### config.mk
export PLATFORM = sky130hd
export DESIGN_NAME = swp_guard
export DESIGN_NICKNAME = d
export VERILOG_FILES = /design/src/rtl/swp_pkg.sv /design/src/rtl/swp_key_fsm.sv /design/src/rtl/swp_window.sv /design/src/rtl/swp_prog_timer.sv /design/src/rtl/swp_guard.sv
export SDC_FILE = /design/constraint.sdc
export NUM_CORES = 1
export LEC_CHECK = 0
export ABC_AREA = 1
export BUFFER_PORTS_ARGS = -buffer_cell sky130_fd_sc_hd__clkbuf_2
export CORE_AREA = 2 2 94 132
export DETAILED_ROUTE_END_ITERATION = 12
export DIE_AREA = 0 0 96 134
export GPL_TIMING_DRIVEN = 1
export SYNTH_ARGS = -nofsm -noshare
export SYNTH_HDL_FRONTEND = slang
export SYNTH_HIERARCHICAL = 1
export SYNTH_SLANG_ARGS = --single-unit
export TNS_END_PERCENT = 30
### constraint.sdc
create_clock -name clk -period 4.7 [get_ports clk]
set_input_delay 0.47 -clock clk [delete_from_list [all_inputs] [get_ports clk]]
set_output_delay 0.47 -clock clk [all_outputs]
set_load 0.03 [all_outputs]
### src/rtl/swp_pkg.sv
package swp_pkg;

  typedef enum logic [2:0] {
    K_IDLE,
    K_LEAD,
    K_SECOND,
    K_ERASE,
    K_ERASE_LEAD,
    K_ERASE_SECOND
  } key_st_t;

  typedef enum logic [1:0] {
    P_NONE,
    P_SET,
    P_CLR
  } pend_t;

endpackage

### src/rtl/swp_key_fsm.sv
module swp_key_fsm
  import swp_pkg::*;
#(
  parameter int AW = 17,
  parameter int DW = 8,
  parameter logic [AW-1:0] KEY_ADDR_A = AW'(15'h5555),
  parameter logic [AW-1:0] KEY_ADDR_B = AW'(15'h2AAA),
  parameter logic [DW-1:0] KEY_D_LEAD = DW'(8'hAA),
  parameter logic [DW-1:0] KEY_D_SECOND = DW'(8'h55),
  parameter logic [DW-1:0] KEY_D_EN = DW'(8'hA0),
  parameter logic [DW-1:0] KEY_D_ERASE = DW'(8'h80),
  parameter logic [DW-1:0] KEY_D_DIS = DW'(8'h20)
) (
  input  logic          clk,
  input  logic          rst,
  input  logic          wr_act,
  input  logic          clr,
  input  logic [AW-1:0] addr,
  input  logic [DW-1:0] data,
  output logic          hit,
  output logic          en_done,
  output logic          dis_done
);

  key_st_t st_q, st_nxt;
  logic at_a, at_b;

  assign at_a = (addr == KEY_ADDR_A);
  assign at_b = (addr == KEY_ADDR_B);

  always_comb begin
    hit      = 1'b0;
    en_done  = 1'b0;
    dis_done = 1'b0;
    st_nxt   = K_IDLE;
    case (st_q)
      K_IDLE: if (at_a && data == KEY_D_LEAD) begin
        hit = 1'b1; st_nxt = K_LEAD;
      end
      K_LEAD: if (at_b && data == KEY_D_SECOND) begin
        hit = 1'b1; st_nxt = K_SECOND;
      end
      K_SECOND: begin
        if (at_a && data == KEY_D_EN) begin
          hit = 1'b1; en_done = 1'b1; st_nxt = K_IDLE;
        end else if (at_a && data == KEY_D_ERASE) begin
          hit = 1'b1; st_nxt = K_ERASE;
        end
      end
      K_ERASE: if (at_a && data == KEY_D_LEAD) begin
        hit = 1'b1; st_nxt = K_ERASE_LEAD;
      end
      K_ERASE_LEAD: if (at_b && data == KEY_D_SECOND) begin
        hit = 1'b1; st_nxt = K_ERASE_SECOND;
      end
      K_ERASE_SECOND: if (at_a && data == KEY_D_DIS) begin
        hit = 1'b1; dis_done = 1'b1; st_nxt = K_IDLE;
      end
      default: st_nxt = K_IDLE;
    endcase
  end

  always_ff @(posedge clk) begin
    if (rst || clr) st_q <= K_IDLE;
    else if (wr_act) st_q <= st_nxt;
  end

  // a non-matching write leaves the tracker at its start state
  a_r4_miss_to_idle: assert property (@(posedge clk) disable iff (rst)
    (wr_act && !hit) |=> (st_q == K_IDLE));

  // closing a session clears the tracker
  a_r9_clr_to_idle: assert property (@(posedge clk) disable iff (rst)
    clr |=> (st_q == K_IDLE));

endmodule

### src/rtl/swp_window.sv
module swp_window #(
  parameter int GAP_LIMIT = 7500
) (
  input  logic clk,
  input  logic rst,
  input  logic wr_act,
  output logic sess_act,
  output logic sess_end
);

  localparam int GW = $clog2(GAP_LIMIT + 1);
  localparam logic [GW-1:0] GAP_LAST = GW'(GAP_LIMIT - 1);

  logic [GW-1:0] gap_q;

  assign sess_end = sess_act && !wr_act && (gap_q == GAP_LAST);

  always_ff @(posedge clk) begin
    if (rst) begin
      sess_act <= 1'b0;
      gap_q    <= '0;
    end else if (wr_act) begin
      sess_act <= 1'b1;
      gap_q    <= '0;
    end else if (sess_end) begin
      sess_act <= 1'b0;
      gap_q    <= '0;
    end else if (sess_act) begin
      gap_q    <= gap_q + 1'b1;
    end
  end

  // the idle gap inside a session never passes the limit
  a_r9_gap_bound: assert property (@(posedge clk) disable iff (rst)
    sess_act |-> (gap_q < GAP_LAST + 1'b1 || GAP_LIMIT == 1));

endmodule

### src/rtl/swp_prog_timer.sv
module swp_prog_timer #(
  parameter int TWC_CYCLES = 500000
) (
  input  logic clk,
  input  logic rst,
  input  logic start,
  output logic busy,
  output logic done
);

  localparam int TW = $clog2(TWC_CYCLES + 1);
  localparam logic [TW-1:0] TWC_LAST = TW'(TWC_CYCLES - 1);

  logic [TW-1:0] cnt_q;

  assign done = busy && (cnt_q == TWC_LAST);

  always_ff @(posedge clk) begin
    if (rst) begin
      busy  <= 1'b0;
      cnt_q <= '0;
    end else if (start) begin
      busy  <= 1'b1;
      cnt_q <= '0;
    end else if (done) begin
      busy  <= 1'b0;
      cnt_q <= '0;
    end else if (busy) begin
      cnt_q <= cnt_q + 1'b1;
    end
  end

  // a start request only arrives while the timer is idle
  a_r12_start_idle: assert property (@(posedge clk) disable iff (rst)
    start |-> !busy);

  // the count stays inside the program window
  a_r12_cnt_bound: assert property (@(posedge clk) disable iff (rst)
    busy |-> (cnt_q <= TWC_LAST));

endmodule

### src/rtl/swp_guard.sv
module swp_guard
  import swp_pkg::*;
#(
  parameter int AW = 17,
  parameter int DW = 8,
  parameter int GAP_LIMIT = 7500,
  parameter int TWC_CYCLES = 500000,
  parameter logic [AW-1:0] KEY_ADDR_A = AW'(15'h5555),
  parameter logic [AW-1:0] KEY_ADDR_B = AW'(15'h2AAA),
  parameter logic [DW-1:0] KEY_D_LEAD = DW'(8'hAA),
  parameter logic [DW-1:0] KEY_D_SECOND = DW'(8'h55),
  parameter logic [DW-1:0] KEY_D_EN = DW'(8'hA0),
  parameter logic [DW-1:0] KEY_D_ERASE = DW'(8'h80),
  parameter logic [DW-1:0] KEY_D_DIS = DW'(8'h20)
) (
  input  logic          clk,
  input  logic          rst,
  input  logic          prot_keep,
  input  logic          wr_en,
  input  logic [AW-1:0] wr_addr,
  input  logic [DW-1:0] wr_data,
  output logic          wr_grant,
  output logic          tmr_start,
  output logic          prot_on,
  output logic          prog_busy,
  output logic          poll_busy
);

  logic  wr_act, key_hit, en_done, dis_done;
  logic  sess_act, sess_end, start, tdone, allow;
  logic  unlock_q, sgrant_q, sblock_q;
  pend_t pend_q;

  assign wr_act = wr_en && !prog_busy;
  assign allow  = !prot_on || unlock_q;
  assign start  = sess_end && (sgrant_q || sblock_q || pend_q != P_NONE);

  swp_key_fsm #(
    .AW(AW), .DW(DW),
    .KEY_ADDR_A(KEY_ADDR_A), .KEY_ADDR_B(KEY_ADDR_B),
    .KEY_D_LEAD(KEY_D_LEAD), .KEY_D_SECOND(KEY_D_SECOND),
    .KEY_D_EN(KEY_D_EN), .KEY_D_ERASE(KEY_D_ERASE), .KEY_D_DIS(KEY_D_DIS)
  ) u_keys (
    .clk(clk), .rst(rst), .wr_act(wr_act), .clr(sess_end),
    .addr(wr_addr), .data(wr_data),
    .hit(key_hit), .en_done(en_done), .dis_done(dis_done)
  );

  swp_window #(.GAP_LIMIT(GAP_LIMIT)) u_window (
    .clk(clk), .rst(rst), .wr_act(wr_act),
    .sess_act(sess_act), .sess_end(sess_end)
  );

  swp_prog_timer #(.TWC_CYCLES(TWC_CYCLES)) u_timer (
    .clk(clk), .rst(rst), .start(start),
    .busy(prog_busy), .done(tdone)
  );

  always_ff @(posedge clk) begin
    if (rst) begin
      prot_on   <= prot_keep;
      unlock_q  <= 1'b0;
      sgrant_q  <= 1'b0;
      sblock_q  <= 1'b0;
      pend_q    <= P_NONE;
      wr_grant  <= 1'b0;
      tmr_start <= 1'b0;
      poll_busy <= 1'b0;
    end else begin
      wr_grant  <= wr_act && !key_hit && allow;
      tmr_start <= start;
      if (wr_act) begin
        if (en_done) begin
          unlock_q <= 1'b1;
          pend_q   <= P_SET;
        end
        if (dis_done) pend_q <= P_CLR;
        if (!key_hit) begin
          if (allow) sgrant_q <= 1'b1;
          else       sblock_q <= 1'b1;
        end
      end
      if (sess_end) begin
        unlock_q  <= 1'b0;
        sgrant_q  <= 1'b0;
        sblock_q  <= 1'b0;
        poll_busy <= start && sblock_q && !sgrant_q && (pend_q == P_NONE);
      end
      if (tdone) begin
        poll_busy <= 1'b0;
        if (pend_q == P_SET) prot_on <= 1'b1;
        else if (pend_q == P_CLR) prot_on <= 1'b0;
        pend_q <= P_NONE;
      end
    end
  end

  // the timer request lasts one cycle
  a_r11_start_single: assert property (@(posedge clk) disable iff (rst)
    tmr_start |=> !tmr_start);

  // busy is raised in the cycle of the start pulse
  a_r12_start_busy: assert property (@(posedge clk) disable iff (rst)
    tmr_start |-> prog_busy);

  // a strobe during a program cycle is never granted
  a_r10_busy_no_grant: assert property (@(posedge clk) disable iff (rst)
    prog_busy |=> !wr_grant);

  // key steps never reach the array
  a_r3_key_not_granted: assert property (@(posedge clk) disable iff (rst)
    (wr_en && !prog_busy && key_hit) |=> !wr_grant);

  // the polling window lies inside a program cycle
  a_r6_poll_inside_busy: assert property (@(posedge clk) disable iff (rst)
    poll_busy |-> prog_busy);

  // protection moves only when a program cycle ends
  a_r5_prot_at_end: assert property (@(posedge clk) disable iff (rst)
    (!$past(rst) && prot_on != $past(prot_on)) |-> ($past(prog_busy) && !prog_busy));

  // no load session is open during a program cycle
  a_r9_no_session_busy: assert property (@(posedge clk) disable iff (rst)
    prog_busy |-> !sess_act);

endmodule

-- After elaboration in Yosys (flattened, before gate mapping)
Cells that the tools add are included.
- muxes and demuxes: 26
- add/sub/neg operators: 2
- eq/ne operators: 16
- reduce and logical (&&, ||, !) cells: 43
- bitwise gates (word level): 2
- operators with widths (kind ; count):
    $eq A8 B8 Y1 const B ; 3
    $add A19 B1 Y19 const B ; 1
    $eq A19 B19 Y1 const B ; 1
    $eq A17 B14 Y1 const B ; 1
    $eq A17 B15 Y1 const B ; 1
    $mux W1 ; 17
    $logic_and A1 B1 Y1 ; 15
    $pmux W3 S5 ; 1
    $add A13 B1 Y13 const B ; 1
    $eq A13 B13 Y1 const B ; 1
    $reduce_bool A2 Y1 ; 5
    $mux W3 ; 3
    $eq A8 B6 Y1 const B ; 1
    $eq A8 B7 Y1 const B ; 1
    $mux W2 ; 4
    $reduce_or A2 Y1 ; 4
    $eq A3 B2 Y1 const B ; 2
    $eq A3 B3 Y1 const B ; 2
    $reduce_and A2 Y1 ; 3
    $reduce_and A3 Y1 ; 2
    $reduce_or A3 Y1 ; 2
    $logic_not A1 Y1 ; 5
    $logic_or A1 B1 Y1 ; 4
    $pmux W1 S4 ; 1
    other kinds (7) ; 8
- logic and storage cells: 102
- output and inout port bits: 5
- bits in registers: 46

-- Logic depth before layout (Yosys ltp)
Gate-level depths: netlist (run 1).
- depth after elaboration: 9
- gate-level depth with buffers: 15
- depth with buffers taken out: 14

-- By module
The synthesis (run 1) kept the hierarchy.
- modules (own cells, without submodules) (module ; area an instance (sq um) ; instances ; cells each):
    swp_prog_timer ; 1146.1 ; 1 ; 168
    swp_window ; 764.5 ; 1 ; 115
    swp_key_fsm ; 574.3 ; 1 ; 111
    swp_guard ; 392.9 ; 1 ; 49

-- Worst setup path after synthesis (run 1)
Ideal clock, no wire load.
- path type: flip-flop to flip-flop
- start: register u_timer.busy
- end: register u_timer.cnt_q[0]
- data arrival time: 1614 ps
- path slack: 2969 ps
- buffers on the path: 1
- clock period less this slack: 1731 ps
- required time: 4583 ps
- cell stages (with the launch flop): 15
- cell sequence: dfxtp_1 nor2_4 nor2_1 nand3_1 nor2_1 nand2_1 inv_1 nand2_1 inv_1 inv_1 nand2_1 nor2_4 inv_4 buf_12 nor2_2
- cells in the longest elaborated chain, start to end: 7
- ends and longest elaborated chain (item ; RTL line ; text):
    from (decl) ; swp_prog_timer.sv:7 ; output logic busy,
    from (signal assigned) ; swp_prog_timer.sv:20 ; busy <= 1'b0;
    from (signal assigned) ; swp_prog_timer.sv:23 ; busy <= 1'b1;
    from (signal assigned) ; swp_prog_timer.sv:26 ; busy <= 1'b0;
    $logic_not A1 Y1 ; swp_guard.sv:34 ; assign wr_act = wr_en && !prog_busy;
    $logic_and A1 B1 Y1 ; swp_guard.sv:34 ;
    net wr_act ; swp_guard.sv:29 ; logic wr_act, key_hit, en_done, dis_done;
    $logic_not A1 Y1 ; swp_window.sv:16 ; assign sess_end = sess_act && !wr_act && (gap_q == GAP_LAST);
    $logic_and A1 B1 Y1 (2 in a row) ; swp_window.sv:16 ;
    net sess_end ; swp_guard.sv:30 ; logic sess_act, sess_end, start, tdone, allow;
    $logic_and A1 B1 Y1 ; swp_guard.sv:36 ; assign start = sess_end && (sgrant_q || sblock_q || pend_q != P_NONE);
    net start ; swp_guard.sv:30 ;
    $reduce_or A3 Y1 (no line) ; - ;
    to (signal assigned) ; swp_prog_timer.sv:29 ; cnt_q <= cnt_q + 1'b1;
    to (decl) ; swp_prog_timer.sv:14 ; logic [TW-1:0] cnt_q;
The timed path passes the listed nets, and every way through them passes these cells.
A chain may end at the register's enable or synchronous reset.

-- Worst setup path in the final report (run 1)
- start: register u_timer.busy
- end: register u_timer.cnt_q[14]
Same word-level chain as after synthesis.

==> results of run 1 <==
## flip-flops by register name (all words and copies together), names as in the netlist
signal / cells
u_timer/busy: 1
u_window/sess_act: 1
sgrant_q: 1
tmr_start: 1
wr_grant: 1
poll_busy: 1
u_window/gap_q: 13
u_keys/st_q: 3
sblock_q: 1
pend_q: 2
unlock_q: 1
u_timer/cnt_q: 19
prot_on: 1
## routing by layer
metal / routed length [um] / global-route usage, % / vias to the layer above
li1: - / - / 1436
met1: 2500 / 9.67 / 1167
met2: 3240 / 19.4 / 57
met3: 260 / 1.69 / 12
met4: 165 / 4.76 / 0
met5: 0 / 0 / -
## cells in the final DEF, fill, tap and decap left out, types with 2 or more instances in the layout
| cell type | count |
|---|---|
| nand2_2 | 5 |
| nor2_2 | 16 |
| nand2_1 | 107 |
| nor2_4 | 7 |
| inv_1 | 67 |
| clkbuf_2 | 33 |
| dfxtp_1 | 45 |
| nor3_1 | 10 |
| xor2_1 | 9 |
| ha_1 | 2 |
| xnor2_1 | 5 |
| nand4_1 | 9 |
| a21oi_2 | 6 |
| nand3b_1 | 5 |
| nand3_1 | 25 |
| o21a_1 | 2 |
| o21ai_0 | 5 |
| nor2_1 | 78 |
| nand3_2 | 5 |
| o21ai_1 | 3 |
| a21oi_1 | 10 |
| nor3_2 | 2 |
| inv_4 | 2 |
| clkbuf_16 | 5 |
| inv_2 | 5 |
## kinds of logic (layout without fill, tap and decap cells)
kind of cell,count (synthesis),after routing,share of synthesized area (%)
compound gates,28,28,5.96
xor+xnor,14,14,4.26
fa+ha+maj,2,2,0.869
buf+inv,78,115,11.4
flops,46,46,32.3
mux,1,1,0.348
simple gates,274,274,44.8
## final timing paths
path,from,to,slack [ns],depth (start not counted)
max,u_timer/busy,u_timer/cnt_q[14],2.76,13
min reg2reg,pend_q[0],pend_q[0],0.49,2
max reg2reg,u_timer/busy,u_timer/cnt_q[14],2.76,13
min,prot_keep,prot_on,0.45,2
## per-stage QoR
| stage | utilization, % | cells | area (sq um) | setup WS, ns |
|---|---|---|---|---|
| 6_report | 28.5 | 627 | 3330 | 2.76 |
| 5_1_grt | 28.5 | 627 | 3330 | 2.54 |
| 4_1_cts | 28.5 | 627 | 3330 | 2.76 |
| 3_5_place_dp | 27.2 | 619 | 3180 | 2.77 |
| 3_3_place_gp | 27.2 | 619 | 3180 | 2.83 |
| 2_1_floorplan | - | 443 | 2880 | 2.97 |
## area by class of cell
| cell class | instances | area, sq um |
|---|---|---|
| repair buffers | 33 | 165 |
| clock inverters | 3 | 25.0 |
| well taps | 147 | 184 |
| clock buffers | 5 | 125 |
| multi-input cells | 319 | 1620 |
| fillers | 1259 | 8370 |
| flip-flops and latches | 46 | 931 |
| inverters | 74 | 283 |
## cell usage after synthesis (all sizes together) (2+ instances only)
| library cell | n |
|---|---|
| ha | 2 |
| nand2 | 112 |
| nor2 | 101 |
| buf | 4 |
| o21a | 2 |
| nor3 | 13 |
| xor2 | 9 |
| nand4 | 9 |
| inv | 74 |
| or2 | 3 |
| a21oi | 16 |
| nand3 | 30 |
| xnor2 | 5 |
| nand3b | 5 |
| o21ai | 8 |
| dfxtp | 45 |
## power by group through the flow
stage	clock [mW]	combinational, mW	sequential, mW
4_1_cts	0.365	0.0535	0.397
5_1_grt	0.381	0.0599	0.397
3_3_place_gp	0	0.0523	0.406
3_5_place_dp	0	0.0530	0.406
2_1_floorplan	0	0.0339	0.406
6_report	0.352	0.0529	0.397
==> impl_metrics.csv, run 1 <==
group,metric,value,unit
pwr,switching_share,23.3,%
global_route,antenna_found_initial,0,
clock_network,hold_buffers,0,
clock_network,cts.path.max_buffers,2,
clock_network,clk_latency,0.29,ns
routing,drc,0,
timing,fin_crit,1.94,ns
pwr,internal_power,615,uW
timing,fmax,0.516,GHz
setup_path,critPathTopFamily,"simple AND/OR/NAND/NOR gates",
logic_synthesis,async_flop_share,0,%
pwr,vdd.ir_drop.worst,0.143,mV
place,routabilityCongestion,0.858,
pwr,power.leakage,1.35,nW
logic_synthesis,yosysTopAreaCellShare,31.3,%
layout,diodes,0,
timing,fin_worst_skew,0.0112,ns
place,dp_hpwl,5.00,mm
global_route,grt_max_degree,17,
setup_path,cp-start-kind,"flip-flop",
setup_path,endpoint_kind,"flip-flop",
logic_synthesis,postSynthAreaPerCell,6.50,sq um
setup_path,worstPathArrival,2.11,ns
routing,wl_per_cell,9.84,um
routing,drtIter0Drc,75,
clock_network,cts-resized-gates,0,
setup_path,crit_required,4.87,ns
floorplan,start_util,24.6,%
status,status,"completed",
timing,whs,0.451,ns
place,io_buffer_count,33,
routing,ant_nets,0,
pwr,power,802,uW
timing,finalCritPeriodShare,41.3,%
pwr,cellPowerDensity,241,nW/um^2
routing,vias,2672,
logic_synthesis,seq_area_frac_synth,32.3,%
setup_path,cp_num_buf_inv,4,
logic_synthesis,ys.warnings.count,6,
logic_synthesis,ys_ff_latch,46,
logic_synthesis,synth_edf_count,1,
setup_path,max_stage_delay,0.60,ns
clock_network,cts_max_level,2,
floorplan,die_w,96,um
pwr,pwr-share-clk,43.9,%
global_route,grtUsageTotal,9.96,%
floorplan,die_h,134,um
pwr,p_switching,187,uW
global_route,grt_overflow,0,
setup_path,crit_chain,"nor2_4 -> nor2_1 -> nand3_1 -> nor2_1 -> nand2_1 -> inv_1 -> nand2_1 -> inv_1 -> inv_1 -> nand2_1 -> nor2_4 -> inv_4 -> nor2_1",
clock_network,cts.sinks,46,
clock_network,postCtsSetupBuffers,0,
global_route,grt_pass1_vias,2488,
logic_synthesis,ys_top_cells_by_area,"dfxtp_1 (31%), nand2_1 (14%), nor2_1 (10%)",
hold_path,hold_path.class,"input pin to flip-flop",
logic_synthesis,synthCells,443,
floorplan,dieArea,12900,sq um
timing,slew_violations,0,
pwr,p_comb_share,6.6,%
clock_network,cts_buffers,5,
clock_network,cts.root.buffer_cell,"clkbuf_16",
logic_synthesis,yosysUniqueCellTypes,35,
timing,rsz0062_at_grt,"false",
routing,via_per_inst,4.26,
floorplan,boundaryPins,34,
floorplan,row_count,47,
layout,area_growth,15.7,%
timing,worst_slew_pin_slew,0.453,ns
logic_synthesis,synth_ff_type,"dfxtp_1",
run,drv_cap,0,
layout,nNetsFinal,510,
logic_synthesis,synth.cell_area,2880,sq um
setup_path,crit_fanout,14,
setup_path,critPathKind,"flip-flop to flip-flop",
timing,maxSlewHeadroom,69.8,%
floorplan,core_area,11700,sq um
clock_network,cts.clk_slew.worst_paths,0.07,ns
timing,hold_viol,0,
timing,finalSetupViolCount,0,
routing,first_pass_iters,4,
logic_synthesis,syn_nets,474,
timing,fin_setup_tns,0,ns
routing,totalWireLength,6.17,mm
setup_path,cp_slowest_cell,"dfxtp_1",
layout,drive_gt1_share,19.4,%
clock_network,cts_tree,"built",
logic_synthesis,synth_top_area_cell,"dfxtp_1",
pwr,seqPwrFrac,49.5,%
global_route,grt_pass1_wl,10.3,mm
(Power assumes the default switching activity.)
==> run 2, diff against run 1 <==
==> constraint.sdc (replaced) <==
create_clock -name clk -period 1.6 [get_ports clk]
set_input_delay 0.16 -clock clk [delete_from_list [all_inputs] [get_ports clk]]
set_output_delay 0.16 -clock clk [all_outputs]
set_load 0.03 [all_outputs]
==> run 2 against run 1 <==
Global-route usage increased by 0.31 points. Sequential share of layout area decreased by 1.6 points. Critical path depth decreased by 5. Critical path type unchanged. Largest power group unchanged. Critical endpoint is now prot_on.
==> impl_metrics.csv, run 2 (synthesis gave the netlist of run 1 again) <==
group,metric,value,unit
routing,top_layer,"met4",
hold_path,hold_path.class,"input pin to flip-flop",
layout,fin_cells,649,
routing,drtIter0Drc,66,
layout,nNetsFinal,532,
routing,routed-wl-met2,3.51,mm
clock_network,clk_latency,0.28,ns
global_route,grt_overflow,0,
clock_network,cts_buffers,5,
layout,final_cell_mix,"nand2_1 (105), nor2_1 (74), inv_1 (66)",
timing,slew_violations,0,
floorplan,core_area,11700,sq um
layout,largest_register_ffs,19,
timing,fin_worst_skew,0.00927,ns
floorplan,die_h,134,um
timing,finalCritPeriodShare,94.8,%
clock_network,cts_tree,"built",
place,io_buffer_count,33,
floorplan,dieArea,12900,sq um
clock_network,hold_buffers,0,
routing,wl_met3,283,um
setup_path,crit_required,1.60,ns
setup_path,max_stage_delay,0.44,ns
layout,area_growth,23.7,%
run,drv_cap,0,
layout,drive_gt1_share,25.3,%
pwr,power,2.50,mW
setup_path,cp-start-kind,"flip-flop",
layout,diodes,0,
routing,first_pass_iters,4,
clock_network,cts_max_level,2,
routing,vias,2804,
global_route,grt_pass1_wl,10.6,mm
layout,reg_top3,"u_timer/cnt_q x19, u_window/gap_q x13, u_keys/st_q x3",
setup_path,worstPathArrival,1.52,ns
clock_network,cts.root.buffer_cell,"clkbuf_16",
clock_network,cts.clk_slew.worst_paths,0.06,ns
timing,maxSlewHeadroom,80.8,%
routing,totalWireLength,6.53,mm
timing,finalSetupViolCount,0,
place,postPlaceCellArea,3320,sq um
layout,top_register,"u_timer/cnt_q",
pwr,power.leakage,1.47,nW
global_route,grt_pass1_vias,2630,
clock_network,cts.path.max_buffers,2,
global_route,grt_max_degree,15,
setup_path,critPathTopFamily,"simple AND/OR/NAND/NOR gates",
clock_network,cts.sinks,46,
setup_path,endpoint_kind,"flip-flop",
global_route,antenna_found_initial,0,
status,status,"completed",
routing,wl_met1,2.63,mm
place,routabilityCongestion,0.816,
setup_path,cp_slowest_cell,"dfxtp_1",
routing,wl_per_cell,10.1,um
setup_path,crit_fanout,4,
layout,mostFrequentLayoutCell,"nand2_1",
routing,drc,0,
place,dp_hpwl,5.27,mm
routing,ant_nets,0,
floorplan,row_count,47,
timing,fin_crit,1.52,ns
timing,worst_slew_pin_slew,0.286,ns
place,dp.cells,637,
layout,stdcell_area,3560,sq um
global_route,grtUsageTotal,10.3,%
setup_path,crit_chain,"nand2_1 -> nor2_1 -> nand3_2 -> nor2_4 -> nor2_1 -> inv_1 -> o21ai_0 -> inv_1",
timing,hold_viol,0,
setup_path,critPathKind,"flip-flop to flip-flop",
timing,rsz0062_at_grt,"true",
setup_path,cp_num_buf_inv,2,
pwr,cellPowerDensity,701,nW/um^2
routing,via_per_inst,4.32,
timing,whs,0.154,ns
floorplan,die_w,96,um
floorplan,start_util,24.6,%
timing,fmax,0.659,GHz
pwr,vdd.ir_drop.worst,0.479,mV
floorplan,boundaryPins,34,
[run 2: cell type report]
class | instances | area [sq um]
inverters | 74 | 285
multi-input cells | 319 | 1660
clock buffers | 7 | 133
flip-flops and latches | 46 | 940
fillers | 1235 | 8140
repair buffers | 54 | 323
well taps | 147 | 184
clock inverters | 1 | 30.0
repair inverters | 1 | 11.3
[run 2: metrics by stage]
step | utilization [%] | TNS [ns] | setup slack [ns]
5_1_grt | 30.4 | -0.194 | -0.0316
6_report | 30.4 | 0 | 0.0834
3_5_place_dp | 28.3 | 0 | 0.0482
4_1_cts | 29.7 | 0 | 0.0334
2_1_floorplan | - | 0 | 0.0167
3_3_place_gp | 28.3 | 0 | 0.110
[run 2: worst register-to-register path, stage by stage (launching register included)]
cell     delay (ns)
dfxtp_1        0.44
nand2_1        0.08
nor2_1         0.17
nand3_2        0.13
nor2_4         0.11
nor2_1         0.08
inv_1          0.09
o21ai_0        0.08
inv_1          0.06
[run 2: where the power goes]
group          total (mW)  internal (mW)  switching [mW]  leakage, nW
logic               0.179         0.0755           0.103         1.02
registers            1.16           1.16         0.00517        0.376
clock network        1.16          0.739           0.418       0.0781
[run 2: repair_timing]
action,CTS,global route
setup endpoints to repair,0,20
buffers inserted,0,3
resized for setup,0,21
[run 2: metal layers]
layer / global-route usage (%) / vias to the layer above
li1: - / 1479
met1: 10.3 / 1261
met2: 19.8 / 58
met3: 2.02 / 6
met4: 4.13 / 0
met5: 0 / -
[run 2: worst paths after layout]
path                            cells past startpoint        startpoint   endpoint  slack (ns)
worst max-delay path                                8  u_timer/cnt_q[4]    prot_on        0.08
worst min-delay path                                2         prot_keep    prot_on        0.15
worst max register to register                      8  u_timer/cnt_q[4]    prot_on        0.08
worst min register to register                      2          sblock_q  poll_busy        0.48
